--- src/rtl/rcdco_pkg.sv ---
package rcdco_pkg;

  // Smallest reload value; keeps at least one idle cycle between pulses
  localparam int unsigned RELOAD_FLOOR = 2;

  // Largest magnitude a signed correction of the given width can take
  function automatic int unsigned ctl_span(input int unsigned w);
    return 32'd1 << (w - 1);
  endfunction

  // Counter width needed to hold the longest possible period
  function automatic int unsigned cnt_width(input int unsigned base, input int unsigned ctl_w);
    return $clog2(base + ctl_span(ctl_w) + 1);
  endfunction

endpackage

--- src/rtl/dco_reload_calc.sv ---
module dco_reload_calc
  import rcdco_pkg::*;
#(
  parameter int unsigned BASE  = 100,
  parameter int unsigned CTL_W = 8,
  parameter int unsigned CNT_W = 9
) (
  input  logic signed [CTL_W-1:0] k_i,
  output logic        [CNT_W-1:0] reload_o
);

  localparam int unsigned SUM_W = CNT_W + 1;

  // Two's-complement negate then add, all in a signed width one bit wider
  function automatic logic signed [SUM_W-1:0] base_minus(input logic signed [CTL_W-1:0] k);
    logic signed [SUM_W-1:0] k_ext;
    logic signed [SUM_W-1:0] k_neg;
    k_ext = SUM_W'(k);
    k_neg = ~k_ext + SUM_W'(1);
    return SUM_W'(BASE) + k_neg;
  endfunction

  logic signed [SUM_W-1:0] diff;
  logic                    below_floor;

  always_comb begin
    diff        = base_minus(k_i);
    below_floor = diff < $signed(SUM_W'(RELOAD_FLOOR));
    reload_o    = below_floor ? CNT_W'(RELOAD_FLOOR) : diff[CNT_W-1:0];
  end

endmodule

--- src/rtl/dco_countdown.sv ---
module dco_countdown #(
  parameter int unsigned BASE  = 100,
  parameter int unsigned CNT_W = 9
) (
  input  logic             clk,
  input  logic             rst_n,
  input  logic [CNT_W-1:0] reload_i,
  output logic             zero_o,
  output logic [CNT_W-1:0] cnt_o
);

  logic [CNT_W-1:0] cnt_q;

  // The zero cycle counts as the last cycle of the period, so load one less
  always_ff @(posedge clk or negedge rst_n) begin
    if (!rst_n)      cnt_q <= CNT_W'(BASE - 1);
    else if (zero_o) cnt_q <= reload_i - CNT_W'(1);
    else             cnt_q <= cnt_q - CNT_W'(1);
  end

  assign zero_o = (cnt_q == '0);
  assign cnt_o  = cnt_q;

  assert_step_down_R2: assert property (@(posedge clk) disable iff (!rst_n)
    !zero_o |=> cnt_q == $past(cnt_q) - CNT_W'(1));

  assert_reload_on_zero_R5: assert property (@(posedge clk) disable iff (!rst_n)
    zero_o |=> cnt_q == $past(reload_i) - CNT_W'(1));

  assert_single_pulse_R7: assert property (@(posedge clk) disable iff (!rst_n)
    zero_o |=> !zero_o);

endmodule

--- src/rtl/dco_square.sv ---
module dco_square (
  input  logic clk,
  input  logic rst_n,
  input  logic tick_i,
  output logic sq_o
);

  always_ff @(posedge clk or negedge rst_n) begin
    if (!rst_n)      sq_o <= 1'b0;
    else if (tick_i) sq_o <= ~sq_o;
  end

  assert_flip_on_tick_R8: assert property (@(posedge clk) disable iff (!rst_n)
    tick_i |=> sq_o != $past(sq_o));

  assert_hold_off_tick_R8: assert property (@(posedge clk) disable iff (!rst_n)
    !tick_i |=> $stable(sq_o));

endmodule

--- src/rtl/reloading_countdown_dco.sv ---
module reloading_countdown_dco
  import rcdco_pkg::*;
#(
  parameter int unsigned BASE  = 100,
  parameter int unsigned CTL_W = 8
) (
  input  logic                    clk,
  input  logic                    rst_n,
  input  logic signed [CTL_W-1:0] k_i,
  output logic                    pulse_o,
  output logic                    square_o
);

  localparam int unsigned CNT_W = cnt_width(BASE, CTL_W);

  logic [CNT_W-1:0] reload_val;
  logic [CNT_W-1:0] cnt_val;
  logic             zero_hit;

  dco_reload_calc #(.BASE(BASE), .CTL_W(CTL_W), .CNT_W(CNT_W)) u_calc (
    .k_i      (k_i),
    .reload_o (reload_val)
  );

  dco_countdown #(.BASE(BASE), .CNT_W(CNT_W)) u_cnt (
    .clk      (clk),
    .rst_n    (rst_n),
    .reload_i (reload_val),
    .zero_o   (zero_hit),
    .cnt_o    (cnt_val)
  );

  dco_square u_sq (
    .clk    (clk),
    .rst_n  (rst_n),
    .tick_i (zero_hit),
    .sq_o   (square_o)
  );

  assign pulse_o = zero_hit;

  assert_reload_floor_R6: assert property (@(posedge clk) disable iff (!rst_n)
    reload_val >= CNT_W'(RELOAD_FLOOR));

  assert_no_wrap_R9: assert property (@(posedge clk) disable iff (!rst_n)
    cnt_val <= CNT_W'(BASE + ctl_span(CTL_W)));

endmodule

--- config.mk ---
export PLATFORM = sky130hd
export DESIGN_NAME = reloading_countdown_dco
export DESIGN_NICKNAME = d
export VERILOG_FILES = /design/src/rtl/rcdco_pkg.sv /design/src/rtl/dco_reload_calc.sv /design/src/rtl/dco_countdown.sv /design/src/rtl/dco_square.sv /design/src/rtl/reloading_countdown_dco.sv
export SDC_FILE = /design/constraint.sdc
export NUM_CORES = 1
export LEC_CHECK = 0
export BUFFER_PORTS_ARGS = -buffer_cell sky130_fd_sc_hd__buf_2
export CAP_MARGIN = 20
export CORE_MARGIN = 4
export CORE_UTILIZATION = 50
export CTS_BUF_LIST = sky130_fd_sc_hd__clkbuf_16
export DETAILED_ROUTE_END_ITERATION = 8
export PLACE_DENSITY = 0.71
export SYNTH_ARGS = -nofsm -noshare
export SYNTH_HDL_FRONTEND = slang
export SYNTH_SLANG_ARGS = --single-unit
--- constraint.sdc ---
create_clock -name clk -period 7.65 [get_ports clk]
set_input_delay 1.53 -clock clk [delete_from_list [all_inputs] [get_ports clk]]
set_output_delay 1.53 -clock clk [all_outputs]
set_load 0.005 [all_outputs]
# --- After elaboration in Yosys (flattened, before gate mapping) ---
# Cells that the tools add are included.
op_classes:
  addsub: 4
  n_mul: 0
  div: 0
  magnitude_cmp: 1
  n_eq_ne: 0
  shift: 0
  n_mux: 2
  bitwise_logic: 2
  n_reduce_logical: 1
op_table:
  columns: ["op", "n"]
  rows:
  - ["$mux 8", 2]
  - ["$sub 8x1->8 const B", 2]
  - ["$add 7x9->9 const A", 1]
  - ["$add 9x2->9 const B", 1]
  - ["$lt 9x3->1 const B", 1]
  - ["$not 8->9", 1]
  - ["$logic_not 8->1", 1]
  - ["$not 1->1", 1]
totals:
  reg_bits: 9
  latch_bits: 0
  ram_bits: 0
  mem_bits_ro: 0
  in_bits: 10
  output_inout_bits: 2
  word_cells: 12
  n_memories: 0

# --- Depth between registers and ports, before layout ---
depth:
  depth_word: 7
  depth_mapped: 14
  mapped_depth_nobuf: 13

# --- Modules after synthesis ---
# A second synthesis with hierarchy kept.
unflattened:
  cells_unflattened: 93
  area_unflattened_um2: 772.0
modules_own_cells:
  columns: ["mod", "instances", "cells_each", "area_each_um2", "seq_area_each_um2"]
  rows:
  - ["dco_countdown", 1, 51, 480.5, 205.2]
  - ["dco_reload_calc", 1, 40, 257.7, 0.0]
  - ["dco_square", 1, 2, 33.8, 25.0]

# --- Worst setup path before layout ---
# OpenSTA, ideal clock, no wires.
synth_path:
  path_kind: "input to register"
  startpoint: "in k_i[0]"
  endpoint: "reg u_cnt.cnt_q[6], in the netlist u_cnt.cnt_o[6]"
  setup_ns: 0.072
  arrival_ns: 4.175
  t_required_ns: 7.578
  path_slack_ns: 3.403
  cell_stages: 13
  n_path_buf: 1
  path_cell_list: "buf_2 > inv_1 > ha_1 > o2111a_2 > nand2_1 > a2111oi_4 > a21oi_4 > a21oi_1 > ha_1 > nor3b_1 > o311ai_4 > a211o_1 > o21ai_1"
synth_via:
  elab_chain_len: 7
synth_rtl:
  columns: ["item", "line_no", "source"]
  rows:
  - ["from (decl)", "reloading_countdown_dco.sv:9", "input logic signed [CTL_W-1:0] k_i,"]
  - ["$not 8->9 *", "dco_reload_calc.sv:19", "k_neg = ~k_ext + SUM_W'(1);"]
  - ["$add 9x2->9 *", "dco_reload_calc.sv:19", null]
  - ["$add 7x9->9 *", "dco_reload_calc.sv:20", "return SUM_W'(BASE) + k_neg;"]
  - ["$lt 9x3->1", "dco_reload_calc.sv:28", "below_floor = diff < $signed(SUM_W'(RELOAD_FLOOR));"]
  - ["$mux 8 *", "dco_reload_calc.sv:29", "reload_o = below_floor ? CNT_W'(RELOAD_FLOOR) : diff[CNT_W-1:0];"]
  - ["$sub 8x1->8 *", "dco_countdown.sv:17", "else if (zero_o) cnt_q <= reload_i - CNT_W'(1);"]
  - ["$mux 8 *", "dco_countdown.sv:17", null]
  - ["to (signal assigned)", "dco_countdown.sv:16", "if (!rst_n) cnt_q <= CNT_W'(BASE - 1);"]
  - ["to (signal assigned)", "dco_countdown.sv:17", null]
  - ["to (signal assigned)", "dco_countdown.sv:18", "else cnt_q <= cnt_q - CNT_W'(1);"]
  - ["to (decl)", "dco_countdown.sv:12", "logic [CNT_W-1:0] cnt_q;"]
# Every way passes the cells marked *; elsewhere a longest branch is shown, timed or not.
# A chain may end at the register's enable or synchronous reset.

# --- Worst setup path in the final report ---
# Same ends and word-level chain as after synthesis.

==> impl_metrics.json <==
{
  "intPower_w": 0.0001257,
  "combPwrFrac": 0.165,
  "start_util": 0.5326,
  "yosysSeqAreaShare": 0.2476,
  "hold_viol": 0,
  "rsz0062_at_grt": "false",
  "h-tree-depth": 1,
  "cts.sinks": 9,
  "maxSlewHeadroom": 0.5987,
  "fmax_mhz": 230.4,
  "cp.arrival_ns": 4.50,
  "grt_pass1_wl_um": 3401,
  "fin_tns_setup_ns": 0,
  "yosysTopAreaCell": "dfrtp_1",
  "die_w_um": 51.12,
  "setup_viol": 0,
  "cts_tree": "built",
  "ys.flop_type": "dfrtp_1",
  "cp_data_required_time_ns": 7.81,
  "avgSynthCellArea_um2": 8.939,
  "antennaDiodeCount": 0,
  "cts_buffer_depth": 2,
  "first_pass_iters": 4,
  "ys_warn_count": 0,
  "io_pins": 12,
  "grt_max_degree": 10,
  "die_area_um2": 2613,
  "routed_wl_um": 2031,
  "cp-end-kind": "flip-flop",
  "regArea_um2": 230.2,
  "grt_remaining_overflow": 0,
  "syn-num-nets": 116,
  "critPathBufInv": 2,
  "yosys-top-cells-area": "dfrtp_1, dfstp_2, a2111oi_4",
  "p_leak_nw": 0.4067,
  "final_antenna_net_count": 0,
  "timing.final.crit_period_ns": 4.340,
  "syn_area_um2": 929.6,
  "first_iter_violations": 4,
  "synth-edff-count": 0,
  "grt.total_usage": 0.1736,
  "cts_resized": 0,
  "clock_power_share": 0.546,
  "drc": 0,
  "tightest_slew_ns": 0.5975,
  "postSynthCellCount": 104,
  "routedWlPerCell_um": 14.30,
  "core_area_um2": 1745,
  "placed_cells": 138,
  "post-cts-setup-buffer-count": 0,
  "grt_pass1_vias": 763,
  "power_switching_w": 0.00003972,
  "final_layout_size_suffix_gt1_frac": 0.2906,
  "die-height_um": 51.12,
  "period_share": 0.5673,
  "outcome": "finished clean",
  "cts.clk_slew.worst_paths_ns": 0.04,
  "synthArstFlopShare": 1.000,
  "fin_cells": 142,
  "hold_buffers": 0,
  "critPathMaxStageDelay_ns": 0.50,
  "multiInputGateArea_um2": 663.1,
  "yosysUniqueCellTypes": 45,
  "crit_fanout": 9,
  "cp_slowest_cell": "a2111oi_4",
  "drv_slew": 0,
  "antenna_found_initial": 0,
  "nets": 130,
  "routed_via_density": 5.908,
  "critPathKind": "input pin to flip-flop",
  "seqPwrFrac": 0.290,
  "skew_ns": 0.001530,
  "post-route-cell-area_um2": 1085,
  "placed_cell_area_um2": 1006,
  "rows": 15,
  "port_buffers": 11,
  "num_vias": 839,
  "yosysTopAreaCellShare": 0.1346,
  "insertion_delay_ns": 0.23,
  "synth_commonest_cells": "nor2_1, nand2_1, inv_1",
  "cts_root_buf": "clkbuf_16",
  "dp_hpwl_um": 1582,
  "path_common_cell": "ha_1",
  "routabilityCongestion": 0.8480,
  "cts_buffers": 3,
  "cap_violations": 0,
  "synthMostInstantiatedCell": "nor2_1",
  "cp_top_family": "compound AO/OA/AOI/OAI gates",
  "crit_chain": "buf_2 -> inv_1 -> ha_1 -> o2111a_2 -> nand2_1 -> a2111oi_4 -> a21oi_4 -> a21oi_1 -> ha_1 -> nor3b_1 -> o311ai_4 -> a211o_1 -> o21ai_1",
  "p_per_area_nw_per_um2": 152.4,
  "worstHoldPathType": "flip-flop to flip-flop",
  "ys_ff_latch": 9,
  "p_sw_frac": 0.2402,
  "startpoint_type": "input pin",
  "vdd_drop_max_v": 0.0001459,
  "fill_cells": 163,
  "synthToLayoutAreaGrowth_pct": 16.69
}
-- worst reg2reg max path, delay by kind of cell (launching register included) --
| kind | cells | cell delay [ns] |
|---|---|---|
| flops | 1 | 0.36 |
| fa+ha+maj | 1 | 0.22 |
| compound gates | 5 | 0.75 |
| simple gates | 4 | 1.39 |
-- layout make-up --
type / instances / area share
multi-input cells: 86 / 0.6113
inverters: 7 / 0.02422
repair buffers: 11 / 0.05075
clock buffers: 3 / 0.06920
clock inverters: 1 / 0.003460
well taps: 25 / 0.02884
flip-flops and latches: 9 / 0.2122
-- through the flow --
stage / hold slack [ns] / power [W] / setup slack [ns] / util
5_1_grt: 0.5172 / 0.0001718 / 3.064 / 0.6215
4_1_cts: 0.4591 / 0.0001667 / 3.316 / 0.6215
3_5_place_dp: 0.4519 / 0.00007562 / 3.101 / 0.5763
2_1_floorplan: 0.4647 / 0.00006705 / 3.403 / -
3_3_place_gp: 0.4498 / 0.00007499 / 3.169 / 0.5763
6_report: 0.4562 / 0.0001654 / 3.310 / 0.6215
-- sequential cells by signal (all words and copies together) (netlist names) --
register,count
u_cnt.cnt_o,8
u_sq.sq_o,1
-- placed cells by master, fill, tap and decap left out, types with 2 or more instances in the layout --
| cell type | n |
|---|---|
| buf_2 | 11 |
| nor2_1 | 10 |
| inv_1 | 8 |
| nand2_1 | 8 |
| a21oi_1 | 6 |
| o21ai_1 | 5 |
| dfrtp_1 | 5 |
| xnor2_1 | 4 |
| xor2_1 | 4 |
| dfstp_2 | 4 |
| a211o_1 | 3 |
| o21ai_0 | 3 |
| a31oi_1 | 3 |
| clkbuf_16 | 3 |
| or3_1 | 2 |
| nor3b_1 | 2 |
| nand3_1 | 2 |
| a2111oi_4 | 2 |
| and2_2 | 2 |
| or2_2 | 2 |
| a211oi_1 | 2 |
| ha_1 | 2 |
-- worst paths after layout --
path                           startpoint              to  slack [ns]  cells after the start
max                                k_i[0]  u_cnt.cnt_o[6]        3.31                     13
min                             u_sq.sq_o       u_sq.sq_o        0.46                      1
max reg2reg                u_cnt.cnt_o[1]  u_cnt.cnt_o[6]        4.86                     10
min reg2reg                     u_sq.sq_o       u_sq.sq_o        0.46                      1
max in group asynchronous           rst_n  u_cnt.cnt_o[1]        6.27                      1
min in group asynchronous           rst_n       u_sq.sq_o        1.14                      1
-- kinds of logic (layout without fill, tap and decap cells) --
logic type / count (synthesis) / after routing / synth area share
DFF: 9 / 9 / 0.2476
adders and majority gates: 2 / 2 / 0.02691
buffers and inverters: 9 / 22 / 0.03904
and+or+nand+nor: 37 / 37 / 0.2355
xor gates and xnor gates: 8 / 8 / 0.07536
AOI/OAI and AO/OA: 39 / 39 / 0.3755
-- layer usage --
layer | up-vias | share of wire | track usage
met5 | - | 0 | 0
met4 | 0 | 0.013 | 0.06726
met3 | 5 | 0.043 | 0.04373
met2 | 19 | 0.47 | 0.2704
met1 | 398 | 0.47 | 0.2284
li1 | 417 | - | -
-- power by group through the flow --
stage	combinational [W]	sequential [W]	clock, W
global route	0.0000297	0.0000479	0.0000942
finish	0.0000272	0.0000479	0.0000902
floorplan	0.0000185	0.0000485	0
detailed placement	0.0000271	0.0000485	0
CTS	0.0000271	0.0000479	0.0000917
global placement	0.0000265	0.0000485	0
Note: power is estimated with default switching activity, not from simulation.
